$ cat src/rtl/ctl_regbank_pkg.sv
package ctl_regbank_pkg;
  localparam int unsigned NREG = 16;
  localparam int unsigned AW   = $clog2(NREG);
  localparam int unsigned DW   = 16;

  localparam logic [AW-1:0] A_MODE = 4'h0;
  localparam logic [AW-1:0] A_STAT = 4'h1;
  localparam logic [AW-1:0] A_CLK  = 4'h3;
  localparam logic [AW-1:0] A_DTIM = 4'h4;
  localparam logic [AW-1:0] A_AUD  = 4'h5;
  localparam logic [AW-1:0] A_RAMD = 4'h6;
  localparam logic [AW-1:0] A_RAMA = 4'h7;
  localparam logic [AW-1:0] A_HDA  = 4'h8;
  localparam logic [AW-1:0] A_HDB  = 4'h9;
  localparam logic [AW-1:0] A_APPA = 4'hA;

  localparam logic [DW-1:0] MODE_RST = 16'h4800;
  localparam logic [DW-1:0] STAT_RST = 16'h000C;
  localparam logic [DW-1:0] STAT_A   = 16'h0048;
  localparam logic [DW-1:0] STAT_B   = 16'h0040;
  localparam int unsigned   SRST_BIT = 2;

  typedef enum logic [1:0] {PH_IDLE, PH_DET, PH_HOLD} phase_e;

  function automatic logic [DW-1:0] rst_val(input logic [AW-1:0] a);
    case (a)
      A_MODE:  return MODE_RST;
      A_STAT:  return STAT_RST;
      default: return '0;
    endcase
  endfunction

  function automatic logic is_ro(input logic [AW-1:0] a);
    return (a == A_HDA) || (a == A_HDB);
  endfunction
endpackage

$ cat src/rtl/ctl_stat_seq.sv
module ctl_stat_seq #(
  parameter int unsigned T_A = 8,
  parameter int unsigned T_B = 64
) (
  input  logic clk_i,
  input  logic rst_ni,
  input  logic restart_i,
  output logic upd_a_o,
  output logic upd_b_o
);
  localparam int unsigned CW = $clog2(T_B + 1);
  logic [CW-1:0] cnt_q;

  always_ff @(posedge clk_i or negedge rst_ni) begin
    if (!rst_ni)                cnt_q <= '0;
    else if (restart_i)         cnt_q <= '0;
    else if (cnt_q < CW'(T_B))  cnt_q <= cnt_q + 1'b1;
  end

  assign upd_a_o = !restart_i && (cnt_q == CW'(T_A - 1));
  assign upd_b_o = !restart_i && (cnt_q == CW'(T_B - 1));
endmodule

$ cat src/rtl/ctl_busy_timer.sv
module ctl_busy_timer
  import ctl_regbank_pkg::*;
#(
  parameter int unsigned CW = 16
) (
  input  logic          clk_i,
  input  logic          rst_ni,
  input  logic          start_i,
  input  logic [CW-1:0] det_i,
  input  logic [CW-1:0] dur_i,
  input  logic          srst_i,
  output logic          busy_o,
  output logic          hold_o,
  output logic          srst_done_o
);
  phase_e        ph_q;
  logic [CW-1:0] cnt_q, dur_q;
  logic          srst_q;

  always_ff @(posedge clk_i or negedge rst_ni) begin
    if (!rst_ni) begin
      ph_q   <= PH_IDLE;
      cnt_q  <= '0;
      dur_q  <= '0;
      srst_q <= 1'b0;
    end else begin
      case (ph_q)
        PH_IDLE: if (start_i) begin
          ph_q   <= PH_DET;
          cnt_q  <= det_i - 1'b1;
          dur_q  <= dur_i;
          srst_q <= srst_i;
        end
        PH_DET: if (cnt_q == '0) begin
          ph_q  <= PH_HOLD;
          cnt_q <= dur_q - 1'b1;
        end else cnt_q <= cnt_q - 1'b1;
        PH_HOLD: if (cnt_q == '0) begin
          ph_q   <= PH_IDLE;
          srst_q <= 1'b0;
        end else cnt_q <= cnt_q - 1'b1;
        default: ph_q <= PH_IDLE;
      endcase
    end
  end

  assign busy_o      = (ph_q != PH_IDLE);
  assign hold_o      = (ph_q == PH_HOLD);
  assign srst_done_o = hold_o && (cnt_q == '0) && srst_q;
endmodule

$ cat src/rtl/ctl_regfile.sv
module ctl_regfile
  import ctl_regbank_pkg::*;
(
  input  logic          clk_i,
  input  logic          rst_ni,
  input  logic          wr_en_i,
  input  logic [AW-1:0] addr_i,
  input  logic [DW-1:0] wdata_i,
  input  logic          srst_i,
  input  logic          stat_a_i,
  input  logic          stat_b_i,
  output logic [DW-1:0] rdata_o
);
  logic [DW-1:0] regs_q [NREG];

  always_ff @(posedge clk_i or negedge rst_ni) begin
    if (!rst_ni) begin
      for (int i = 0; i < NREG; i++) regs_q[i] <= rst_val(AW'(i));
    end else if (srst_i) begin
      for (int i = 0; i < NREG; i++) regs_q[i] <= rst_val(AW'(i));
    end else begin
      if (wr_en_i && !is_ro(addr_i)) regs_q[addr_i] <= wdata_i;
      // status sequence overrides a host write on the same edge
      if (stat_a_i) regs_q[A_STAT] <= STAT_A;
      if (stat_b_i) regs_q[A_STAT] <= STAT_B;
    end
  end

  assign rdata_o = regs_q[addr_i];
endmodule

$ cat src/rtl/ctl_regbank.sv
module ctl_regbank
  import ctl_regbank_pkg::*;
#(
  parameter int unsigned T_DET      = 16,
  parameter int unsigned T_DET_IRQ  = 40,
  parameter int unsigned T_WR       = 80,
  parameter int unsigned T_WR_MID   = 100,
  parameter int unsigned T_WR_AUD   = 450,
  parameter int unsigned T_WR_APPA  = 210,
  parameter int unsigned T_WR_CLK   = 1200,
  parameter int unsigned T_SRST     = 22000,
  parameter int unsigned T_RD       = 80,
  parameter int unsigned T_RD_APPA  = 200,
  parameter int unsigned T_STAT_A   = 8,
  parameter int unsigned T_STAT_B   = 64
) (
  input  logic          clk_i,
  input  logic          rst_ni,
  input  logic          req_i,
  input  logic          we_i,
  input  logic [3:0]    addr_i,
  input  logic [15:0]   wdata_i,
  input  logic          irq_act_i,
  input  logic          buf_full_i,
  output logic [15:0]   rdata_o,
  output logic          ready_o,
  output logic          busy_err_o
);
  localparam int unsigned CW = $clog2(T_SRST + T_WR_CLK + T_WR_AUD + T_DET_IRQ + 1);

  logic          busy, hold, acc, srst_done, upd_a, upd_b;
  logic [CW-1:0] dur, det;
  logic [DW-1:0] reg_rd;
  logic          srst_req;

  assign acc      = req_i && !busy;
  assign srst_req = we_i && (addr_i == A_MODE) && wdata_i[SRST_BIT];
  assign det      = irq_act_i ? CW'(T_DET_IRQ) : CW'(T_DET);

  always_comb begin
    if (!we_i) dur = (addr_i == A_APPA) ? CW'(T_RD_APPA) : CW'(T_RD);
    else if (srst_req) dur = CW'(T_SRST);
    else begin
      case (addr_i)
        A_CLK:                 dur = CW'(T_WR_CLK);
        A_DTIM, A_RAMD, A_RAMA: dur = CW'(T_WR_MID);
        A_AUD:                 dur = CW'(T_WR_AUD);
        A_APPA:                dur = CW'(T_WR_APPA);
        default:               dur = CW'(T_WR);
      endcase
    end
  end

  ctl_busy_timer #(.CW(CW)) u_timer (
    .clk_i, .rst_ni,
    .start_i(acc), .det_i(det), .dur_i(dur), .srst_i(srst_req),
    .busy_o(busy), .hold_o(hold), .srst_done_o(srst_done)
  );

  ctl_stat_seq #(.T_A(T_STAT_A), .T_B(T_STAT_B)) u_seq (
    .clk_i, .rst_ni, .restart_i(srst_done), .upd_a_o(upd_a), .upd_b_o(upd_b)
  );

  ctl_regfile u_rf (
    .clk_i, .rst_ni,
    .wr_en_i(acc && we_i), .addr_i(addr_i), .wdata_i(wdata_i),
    .srst_i(srst_done), .stat_a_i(upd_a), .stat_b_i(upd_b),
    .rdata_o(reg_rd)
  );

  always_ff @(posedge clk_i or negedge rst_ni) begin
    if (!rst_ni) begin
      rdata_o    <= '0;
      busy_err_o <= 1'b0;
    end else begin
      if (acc && !we_i) rdata_o <= reg_rd;
      busy_err_o <= req_i && busy;
    end
  end

  assign ready_o = !buf_full_i && !hold;
endmodule

$ cat config.mk
export PLATFORM = sky130hd
export DESIGN_NAME = ctl_regbank
export DESIGN_NICKNAME = d
export VERILOG_FILES = /design/src/rtl/ctl_regbank_pkg.sv /design/src/rtl/ctl_stat_seq.sv /design/src/rtl/ctl_busy_timer.sv /design/src/rtl/ctl_regfile.sv /design/src/rtl/ctl_regbank.sv
export SDC_FILE = /design/constraint.sdc
export NUM_CORES = 1
export LEC_CHECK = 0
export ABC_AREA = 1
export ABC_CLOCK_PERIOD_IN_PS = 3100
export BUFFER_PORTS_ARGS = -buffer_cell sky130_fd_sc_hd__clkbuf_2
export CELL_PAD_IN_SITES_DETAIL_PLACEMENT = 1
export CELL_PAD_IN_SITES_GLOBAL_PLACEMENT = 1
export CORE_MARGIN = 4
export CORE_UTILIZATION = 51
export DETAILED_ROUTE_END_ITERATION = 6
export PLACE_DENSITY_LB_ADDON = 0.1
export SLEW_MARGIN = 10
export SYNTH_ARGS = -nofsm -noshare
export SYNTH_HDL_FRONTEND = slang
export SYNTH_SLANG_ARGS = --single-unit
$ cat constraint.sdc
create_clock -name clk_i -period 3.1 [get_ports clk_i]
set_input_delay 0.93 -clock clk_i [delete_from_list [all_inputs] [get_ports clk_i]]
set_output_delay 0.93 -clock clk_i [all_outputs]
set_load 0.01 [all_outputs]
==> metrics.cfg, run 1 <==
[route]
dr.first_iter.drc_count=943
totalWireLength_mm=50.6
dr.pass1.iters=5
drtAntennaViolNets=0
drc=0
wl_per_cell_um=20.4
drt-vias-per-instance=5.71
vias=14200

[power]
ir_drop_mv=0.533
p_per_area_nw_per_um2=803
power_leakage_nw=10.2

[final_layout]
nets=2095
fillers=3811
antenna_cells=0
area_growth_pct=12.4
finalNonFillerCells=2479
drive_above_1_share=0.0917

[setup_path]
worst_setup_path_start_kind=flop
critPathCaptureType=output port
crit_fanout=10
critPathRequiredTime_ps=2170
critical_path.startpoint=u_timer.ph_q[0]
cp.arrival_ps=1680
rrSetupSlack_ps=600
criticalPathCategory=reg -> out
timing.rr.end=u_rf.regs_q[186]
reg2reg_from=u_timer.cnt_q[9]
r2r_cells=7

[sta]
clock-skew-final_ps=13.8
slew_viol_final=0
slew_headroom=0.500
hold_violations=0
period_share=0.841
min_period_ps=2610
worst_slack_ps=492
fin_tns_setup_ps=0
clock.fmax_mhz=383
rsz0062_at_grt=no
setup_viol=0
worst_pin_slew_ps=748

[synth]
synth_area_leaders=dfrtp_1 (48%), nand2_1 (16%), inv_1 (7.4%), a22oi_1 (6.1%), o21ai_0 (5.5%)
yosysWarningCount=0
synth-seq-cells=308
avgSynthCellArea_sq_um=7.70
syn_nets=2080
synth_flop_cell=dfrtp_1
yosysTopAreaCell=dfrtp_1
post-synth-top-count-cell=nand2_1
synth-edff-count=0
async_flop_share=1.00
synth_common_cells=nand2_1 (682), inv_1 (311), dfrtp_1 (304), o21ai_0 (173), a22oi_1 (128)
synth-seq-area-share=0.490
synth_cell_type_count=36
syn_area_sq_um=15700
synthesis.instances=2045
synth_top_area_share=0.483

[placement]
port_buffers=43
hpwl_mm=32.3
place_congestion=0.902
placedCellCount=2418
place_ws_ps=433

[floorplan]
pin_count=44
die_area_sq_um=33800
coreArea_sq_um=30500
die_height_um=184
initial_core_util=0.516
die_x_um=184
row_count=64

[clocking]
cts_root_buf=clkbuf_16
cts_num_sinks=308
htreeDepth=2
path_clk_slew_ps=60
cts_resized=0
cts_buffer_depth=3
clk-insertion-delay-late_ps=520
numCtsBuffers=36
hold_buffers=0
postCtsSetupBuffers=0
cts_tree=yes

[grt]
grt_start_max_net_pins=77
grt_pass1_wl_mm=81.6
antenna_found_initial=0
first_global_vias=15000
track_usage=0.303
grt_overflow_total=0

[min_path]
hold_path_class=in -> async

[job]
drv_cap=0

[outcome]
run_status=completed

## critical path, cell delays in order (launching register included)
cell	delay [ps]
dfrtp_1	380
inv_1	100
ha_1	240
buf_4	190
nor2_1	110
clkbuf_2	140
## state kept, by name (all words and copies together) (netlist names)
name / cells
u_rf.regs_q: 256
rdata_o: 16
u_timer.cnt_q: 15
u_timer.dur_q: 10
u_seq.cnt_q: 7
u_timer.ph_q: 2
busy_err_o: 1
u_timer.srst_q: 1
## final cells by class
type,count,area (sq um),share of cell area
repair buffers,103,863,0.0488
multi-input cells,1295,6220,0.352
flip-flops and latches,308,7710,0.436
well taps,396,495,0.0280
clock inverters,7,163,0.00919
clock buffers,54,1050,0.0593
inverters,316,1190,0.0670
## layer usage
layer,share of wire,global-route usage,vias up
met5,0,0,-
met4,0.025,0.0870,0
met3,0.039,0.0368,85
met2,0.50,0.531,316
met1,0.44,0.398,7312
li1,-,-,6441
## kinds of logic (layout without fill, tap and decap cells)
| kind of cell | Yosys count | after routing | synth area share |
|---|---|---|---|
| simple gates | 881 | 881 | 0.226 |
| buf+inv | 442 | 480 | 0.116 |
| compound gates | 392 | 392 | 0.153 |
| flops | 308 | 308 | 0.490 |
| xor+xnor | 13 | 13 | 0.00723 |
| fa+ha+maj | 9 | 9 | 0.00715 |
## placed cells by master (no fill, tap or decap), drive strengths merged, types with 33 or more instances in the layout
cell	count
nand2	689
inv	316
dfrtp	304
o21ai	204
a22oi	128
nor2	119
clkbuf	96
buf	61
nand3	58
o211ai	33
## stage by stage
step | cell area (sq um) | hold WS [ps] | power (W) | utilization
after floorplan | 15700 | 437 | 0.00843 | -
after global placement | 16500 | 449 | 0.00946 | 0.540
after detailed placement | 16500 | 455 | 0.00975 | 0.540
after CTS | 17700 | 349 | 0.0143 | 0.580
after global routing | 17700 | 371 | 0.0151 | 0.580
final | 17700 | 347 | 0.0142 | 0.580
## report_power, final
group	leakage, nW	internal [W]	switching [W]
sequential	4.08	0.00517	0.000778
combinational	5.50	0.00145	0.00239
clock	0.587	0.00274	0.00168
## worst max-delay path by stage
| stage | cells after the start | endpoint | slack (ps) |
|---|---|---|---|
| floorplan | 9 | u_rf.regs_q[252] | 1070 |
| global placement | 10 | u_rf.regs_q[12] | 500 |
| detailed placement | 11 | u_rf.regs_q[186] | 430 |
| CTS | 5 | ready_o | 480 |
| global route | 5 | ready_o | 440 |
| finish | 5 | ready_o | 490 |
No activity file was read; power rests on OpenSTA's default activity.
==> run 2, diff against run 1 <==
Settings changed: ABC_CLOCK_PERIOD_IN_PS 3100 to 2700, CORE_UTILIZATION 51 to 47.
Clock period 3.1 ns to 2.7 ns, I/O delays scaled along.
==> metrics.cfg, run 2 (synthesized netlist as in run 1, its figures left out) <==
[outcome]
run_status=completed

[sta]
period_share=0.936
clock.fmax_mhz=396
setup_viol=0  ; unchanged
slew_headroom=0.615  ; +0.115
worst_slack_ps=174  ; -318 ps
worst_pin_slew_ps=578  ; -171 ps
fin_tns_setup_ps=0  ; unchanged
clock-skew-final_ps=26.1  ; +12.3 ps
min_period_ps=2530
hold_violations=0  ; unchanged
slew_viol_final=0  ; unchanged
rsz0062_at_grt=no

[route]
vias=13900  ; -1.7%
totalWireLength_mm=50.0  ; -1.3%
dr.pass1.iters=5  ; unchanged
dr.first_iter.drc_count=950  ; +0.74%
drt-vias-per-instance=5.50  ; -3.8%
wl_per_cell_um=19.7  ; -3.4%
drtAntennaViolNets=0  ; unchanged
drc=0  ; unchanged

[power]
ir_drop_mv=0.587  ; +10%
switching_share=0.346  ; +0.00459
pwr-share-seq=0.421  ; +0.003
clockPowerShare=0.310  ; -0.002
power_leakage_nw=10.2  ; +0.15%
combinationalPowerShare=0.268  ; -0.002
p_per_area_nw_per_um2=913  ; +14%
p_switching_w=0.00561  ; +16%
intPower_w=0.0106  ; +13%

[floorplan]
die_height_um=191  ; +4.0%
row_count=66  ; +3.1%
coreArea_sq_um=32800  ; +7.5%
die_area_sq_um=36500  ; +8.1%
initial_core_util=0.480  ; -0.0358
pin_count=44  ; unchanged
die_x_um=191  ; +4.0%

[min_path]
hold_path_class=in -> async

[setup_path]
crit_fanout=7  ; -3
critical_path.startpoint=u_timer.ph_q[0]
worst_setup_path_start_kind=flop
cp.arrival_ps=1720  ; +40 ps
critPathCaptureType=output port
critPathRequiredTime_ps=1890  ; -280 ps
reg2reg_from=u_timer.ph_q[0]
r2r_cells=11  ; +4
criticalPathCategory=reg -> out

[placement]
port_buffers=43  ; unchanged
hpwl_mm=31.5  ; -2.7%
place_congestion=0.853  ; -5.5%
place_ws_ps=112  ; -321 ps
placedCellCount=2466  ; +2.0%

[final_layout]
top_regs=u_rf.regs_q (256), rdata_o (16), u_timer.cnt_q (15)
area_growth_pct=12.7
nets=2097  ; +0.095%
finalNonFillerCells=2532  ; +2.1%
final_cell_mix=nand2_1 (682), inv_1 (310), dfrtp_1 (304)
top_register=u_rf.regs_q
antenna_cells=0  ; unchanged
largest_reg_flops=256  ; unchanged
final_common_cell=nand2_1
drive_above_1_share=0.0967  ; +0.00496
fin_util=0.541  ; -0.0386

[clocking]
path_clk_slew_ps=60  ; about the same
cts_tree=yes
htreeDepth=2  ; unchanged
cts_root_buf=clkbuf_16
clk-insertion-delay-late_ps=540  ; +20 ps
cts_buffer_depth=3  ; unchanged
cts_num_sinks=308  ; unchanged
numCtsBuffers=36  ; unchanged

[grt]
antenna_found_initial=0  ; unchanged
first_global_vias=15100  ; +0.15%
grt_start_max_net_pins=73  ; -5.2%
track_usage=0.279  ; -0.0238
grt_overflow_total=0  ; unchanged
grt_pass1_wl_mm=81.4  ; -0.34%

[job]
drv_cap=0  ; unchanged

run 2: repair_timing:
| item | in CTS | in global routing |
|---|---|---|
| gates resized for setup | 0 | 1 |
| buffers inserted | 0 | 0 |
| endpoints found under the setup margin | 0 | 1 |
| hold buffers | 0 | 0 |
| hold endpoints to repair | 0 | 0 |
run 2: stage by stage:
step | instance area (sq um) | power, W | hold WS [ps]
after floorplan | 15700 | 0.00967 | 437
after global placement | 16500 | 0.0108 | 449
after detailed placement | 16500 | 0.0112 | 454
after CTS | 17700 | 0.0163 | 175
after global routing | 17700 | 0.0173 | 181
final | 17700 | 0.0162 | 173
run 2: power groups by stage:
| stage | clock (W) | combinational (W) | sequential (W) |
|---|---|---|---|
| final | 0.00503 | 0.00435 | 0.00683 |
| after global routing | 0.00530 | 0.00503 | 0.00695 |
| after CTS | 0.00511 | 0.00440 | 0.00679 |
| after detailed placement | 0 | 0.00433 | 0.00684 |
| after global placement | 0 | 0.00405 | 0.00678 |
| after floorplan | 0 | 0.00305 | 0.00663 |
run 2: worst paths after layout:
check / end / slack, ps
setup / recovery: ready_o / 170
hold / removal: u_rf.regs_q[38] / 170
setup reg to reg: u_timer.cnt_q[3] / 420
hold reg to reg: u_rf.regs_q[106] / 460
max in group asynchronous: u_rf.regs_q[68] / 1780
min in group clk_i: u_rf.regs_q[106] / 460
run 2: cell type report:
cell class	count	area, sq um
Clock buffer	52	1050
Clock inverter	14	153
Fill cell	4070	15000
Inverter	316	1190
Multi-Input combinational cell	1295	6220
Sequential cell	308	7710
Tap cell	442	553
Timing Repair Buffer	105	866
run 2: per-layer routing:
metal  wire length [um]  up-vias  GRT usage
met5                  0        -          0
met4               1420        0     0.0818
li1                   -     6452          -
met3               2130       87     0.0382
met2              24000      285      0.479
met1              22400     7090      0.372
run 2: critical path, cell delays in order (launching register included):
cell	delay (ps)
dfrtp_1	400
inv_1	150
ha_2	300
buf_4	170
nor2_1	50
clkbuf_2	120
==> run 3, diff against run 2 <==
Settings changed: PLACE_DENSITY_LB_ADDON 0.1 to 0.2.
==> metrics.cfg, run 3 (synthesized netlist as in run 1, its figures left out) <==
[floorplan]
initial_core_util=0.480  ; unchanged
die_area_sq_um=36500  ; unchanged
row_count=66  ; unchanged
coreArea_sq_um=32800  ; unchanged
pin_count=44  ; unchanged
die_x_um=191  ; unchanged
die_height_um=191  ; unchanged

[sta]
hold_slack_ps=208  ; +35.4 ps
period_share=0.920  ; -0.0160
hold_violations=0  ; unchanged
worst_pin_slew_ps=972  ; +395 ps
rsz0062_at_grt=no
min_period_ps=2480  ; -43.3 ps
clock.fmax_mhz=403  ; +1.7%
slew_viol_final=0  ; unchanged
worst_slack_ps=217  ; +43.3 ps
clock-skew-final_ps=7.62  ; -18.5 ps
fin_tns_setup_ps=0  ; unchanged
setup_viol=0  ; unchanged
slew_headroom=0.350  ; -0.265

[placement]
place_ws_ps=157  ; +45.4 ps
hpwl_mm=31.4  ; -0.17%
place_congestion=0.886  ; +4.0%
port_buffers=43  ; unchanged
dpl_cell_area_sq_um=16400  ; -0.62%

[power]
p_per_area_nw_per_um2=906  ; -0.72%
clockPowerShare=0.299  ; -0.011
combinationalPowerShare=0.273  ; +0.005
pwr-share-seq=0.428  ; +0.007
intPower_w=0.0104  ; -2.0%
ir_drop_mv=0.567  ; -3.3%
p_total_w=0.0159  ; -1.7%
switching_share=0.348  ; +0.00197
power_leakage_nw=10.1  ; -1.0%
p_switching_w=0.00554  ; -1.2%

[grt]
grt_pass1_wl_mm=81.2  ; -0.16%
grt_start_max_net_pins=128  ; +75%
track_usage=0.279  ; about the same
first_global_vias=14900  ; -0.89%
antenna_found_initial=0  ; unchanged
grt_overflow_total=0  ; unchanged

[route]
drt-vias-per-instance=5.55  ; +0.97%
vias=14000  ; +0.29%
drc=0  ; unchanged
dr.first_iter.drc_count=1101  ; +16%
totalWireLength_mm=50.0  ; +0.14%
dr.pass1.iters=7  ; +2
wl_per_cell_um=19.9  ; +0.82%
drtAntennaViolNets=0  ; unchanged

[clocking]
hold_buffers=0  ; unchanged
clk-insertion-delay-late_ps=520  ; -20 ps
cts_root_buf=clkbuf_16
numCtsBuffers=36  ; unchanged
path_clk_slew_ps=60  ; about the same
cts_num_sinks=308  ; unchanged
cts_buffer_depth=3  ; unchanged
htreeDepth=2  ; unchanged
cts_tree=yes

[final_layout]
drive_above_1_share=0.0888  ; -0.00785
nets=2085  ; -0.57%
final_cell_mix=nand2_1 (682), inv_1 (310), dfrtp_1 (304)
design_area_sq_um=17600  ; -1.0%
top_regs=u_rf.regs_q (256), rdata_o (16), u_timer.cnt_q (15)
largest_reg_flops=256  ; unchanged
final_common_cell=nand2_1
top_register=u_rf.regs_q
area_growth_pct=11.6

[setup_path]
timing.rr.end=u_rf.regs_q[178]
cp.arrival_ps=1670  ; -50 ps
reg2reg_from=u_timer.ph_q[0]
rrSetupSlack_ps=290  ; -130 ps
worst_setup_path_start_kind=flop
criticalPathCategory=reg -> out
r2r_cells=12  ; +1
critPathRequiredTime_ps=1890  ; about the same
crit_fanout=11  ; +4
critPathCaptureType=output port

[min_path]
hold_path_class=in -> async

[job]
drv_cap=0  ; unchanged

[outcome]
run_status=completed

## run 3: worst max-delay path, stage by stage (launching register included)
cell	delay [ps]
dfrtp_1	410
inv_1	150
ha_2	380
nor2_1	80
clkbuf_2	130
## run 3: cell type report
class / instances / area (sq um)
Sequential cell: 308 / 7710
Antenna cell: 1 / 2.50
Fill cell: 4043 / 15200
Multi-Input combinational cell: 1295 / 6220
Clock buffer: 50 / 1020
Tap cell: 442 / 553
Timing Repair Buffer: 93 / 763
Clock inverter: 10 / 103
Inverter: 316 / 1190
## run 3: per-stage QoR
step / util / std cells
2_1_floorplan: - / 2045
3_3_place_gp: 0.501 / 2454
3_5_place_dp: 0.501 / 2454
4_1_cts: 0.536 / 2514
5_1_grt: 0.536 / 2514
6_report: 0.536 / 2515
## run 3: what timing repair did
action                     CTS  global route
resized for setup            0             1
setup buffers                0             0
setup endpoints to repair    0             1
## run 3: worst max path at each step
stage / depth (start not counted) / from / to
floorplan: 9 / addr_i[3] / u_rf.regs_q[252]
global placement: 12 / addr_i[1] / u_rf.regs_q[230]
detailed placement: 12 / addr_i[1] / u_rf.regs_q[230]
CTS: 4 / u_timer.ph_q[0] / ready_o
global route: 4 / u_timer.ph_q[0] / ready_o
finish: 4 / u_timer.ph_q[0] / ready_o
## run 3: power by group through the flow
stage          Sequential [W]  Combinational [W]  Clock, W
2_1_floorplan         0.00663            0.00305         0
3_3_place_gp          0.00679            0.00403         0
3_5_place_dp          0.00684            0.00432         0
4_1_cts               0.00679            0.00440   0.00486
5_1_grt               0.00696            0.00504   0.00505
6_report              0.00681            0.00436   0.00476
## run 3: routing by layer
metal	wire, um	track usage	share of wire	up-vias
met1	22000	0.372	0.44	7113
met5	0	0	0	-
met4	1350	0.0865	0.027	0
li1	-	-	-	6422
met3	2170	0.0347	0.043	95
met2	24500	0.478	0.49	324
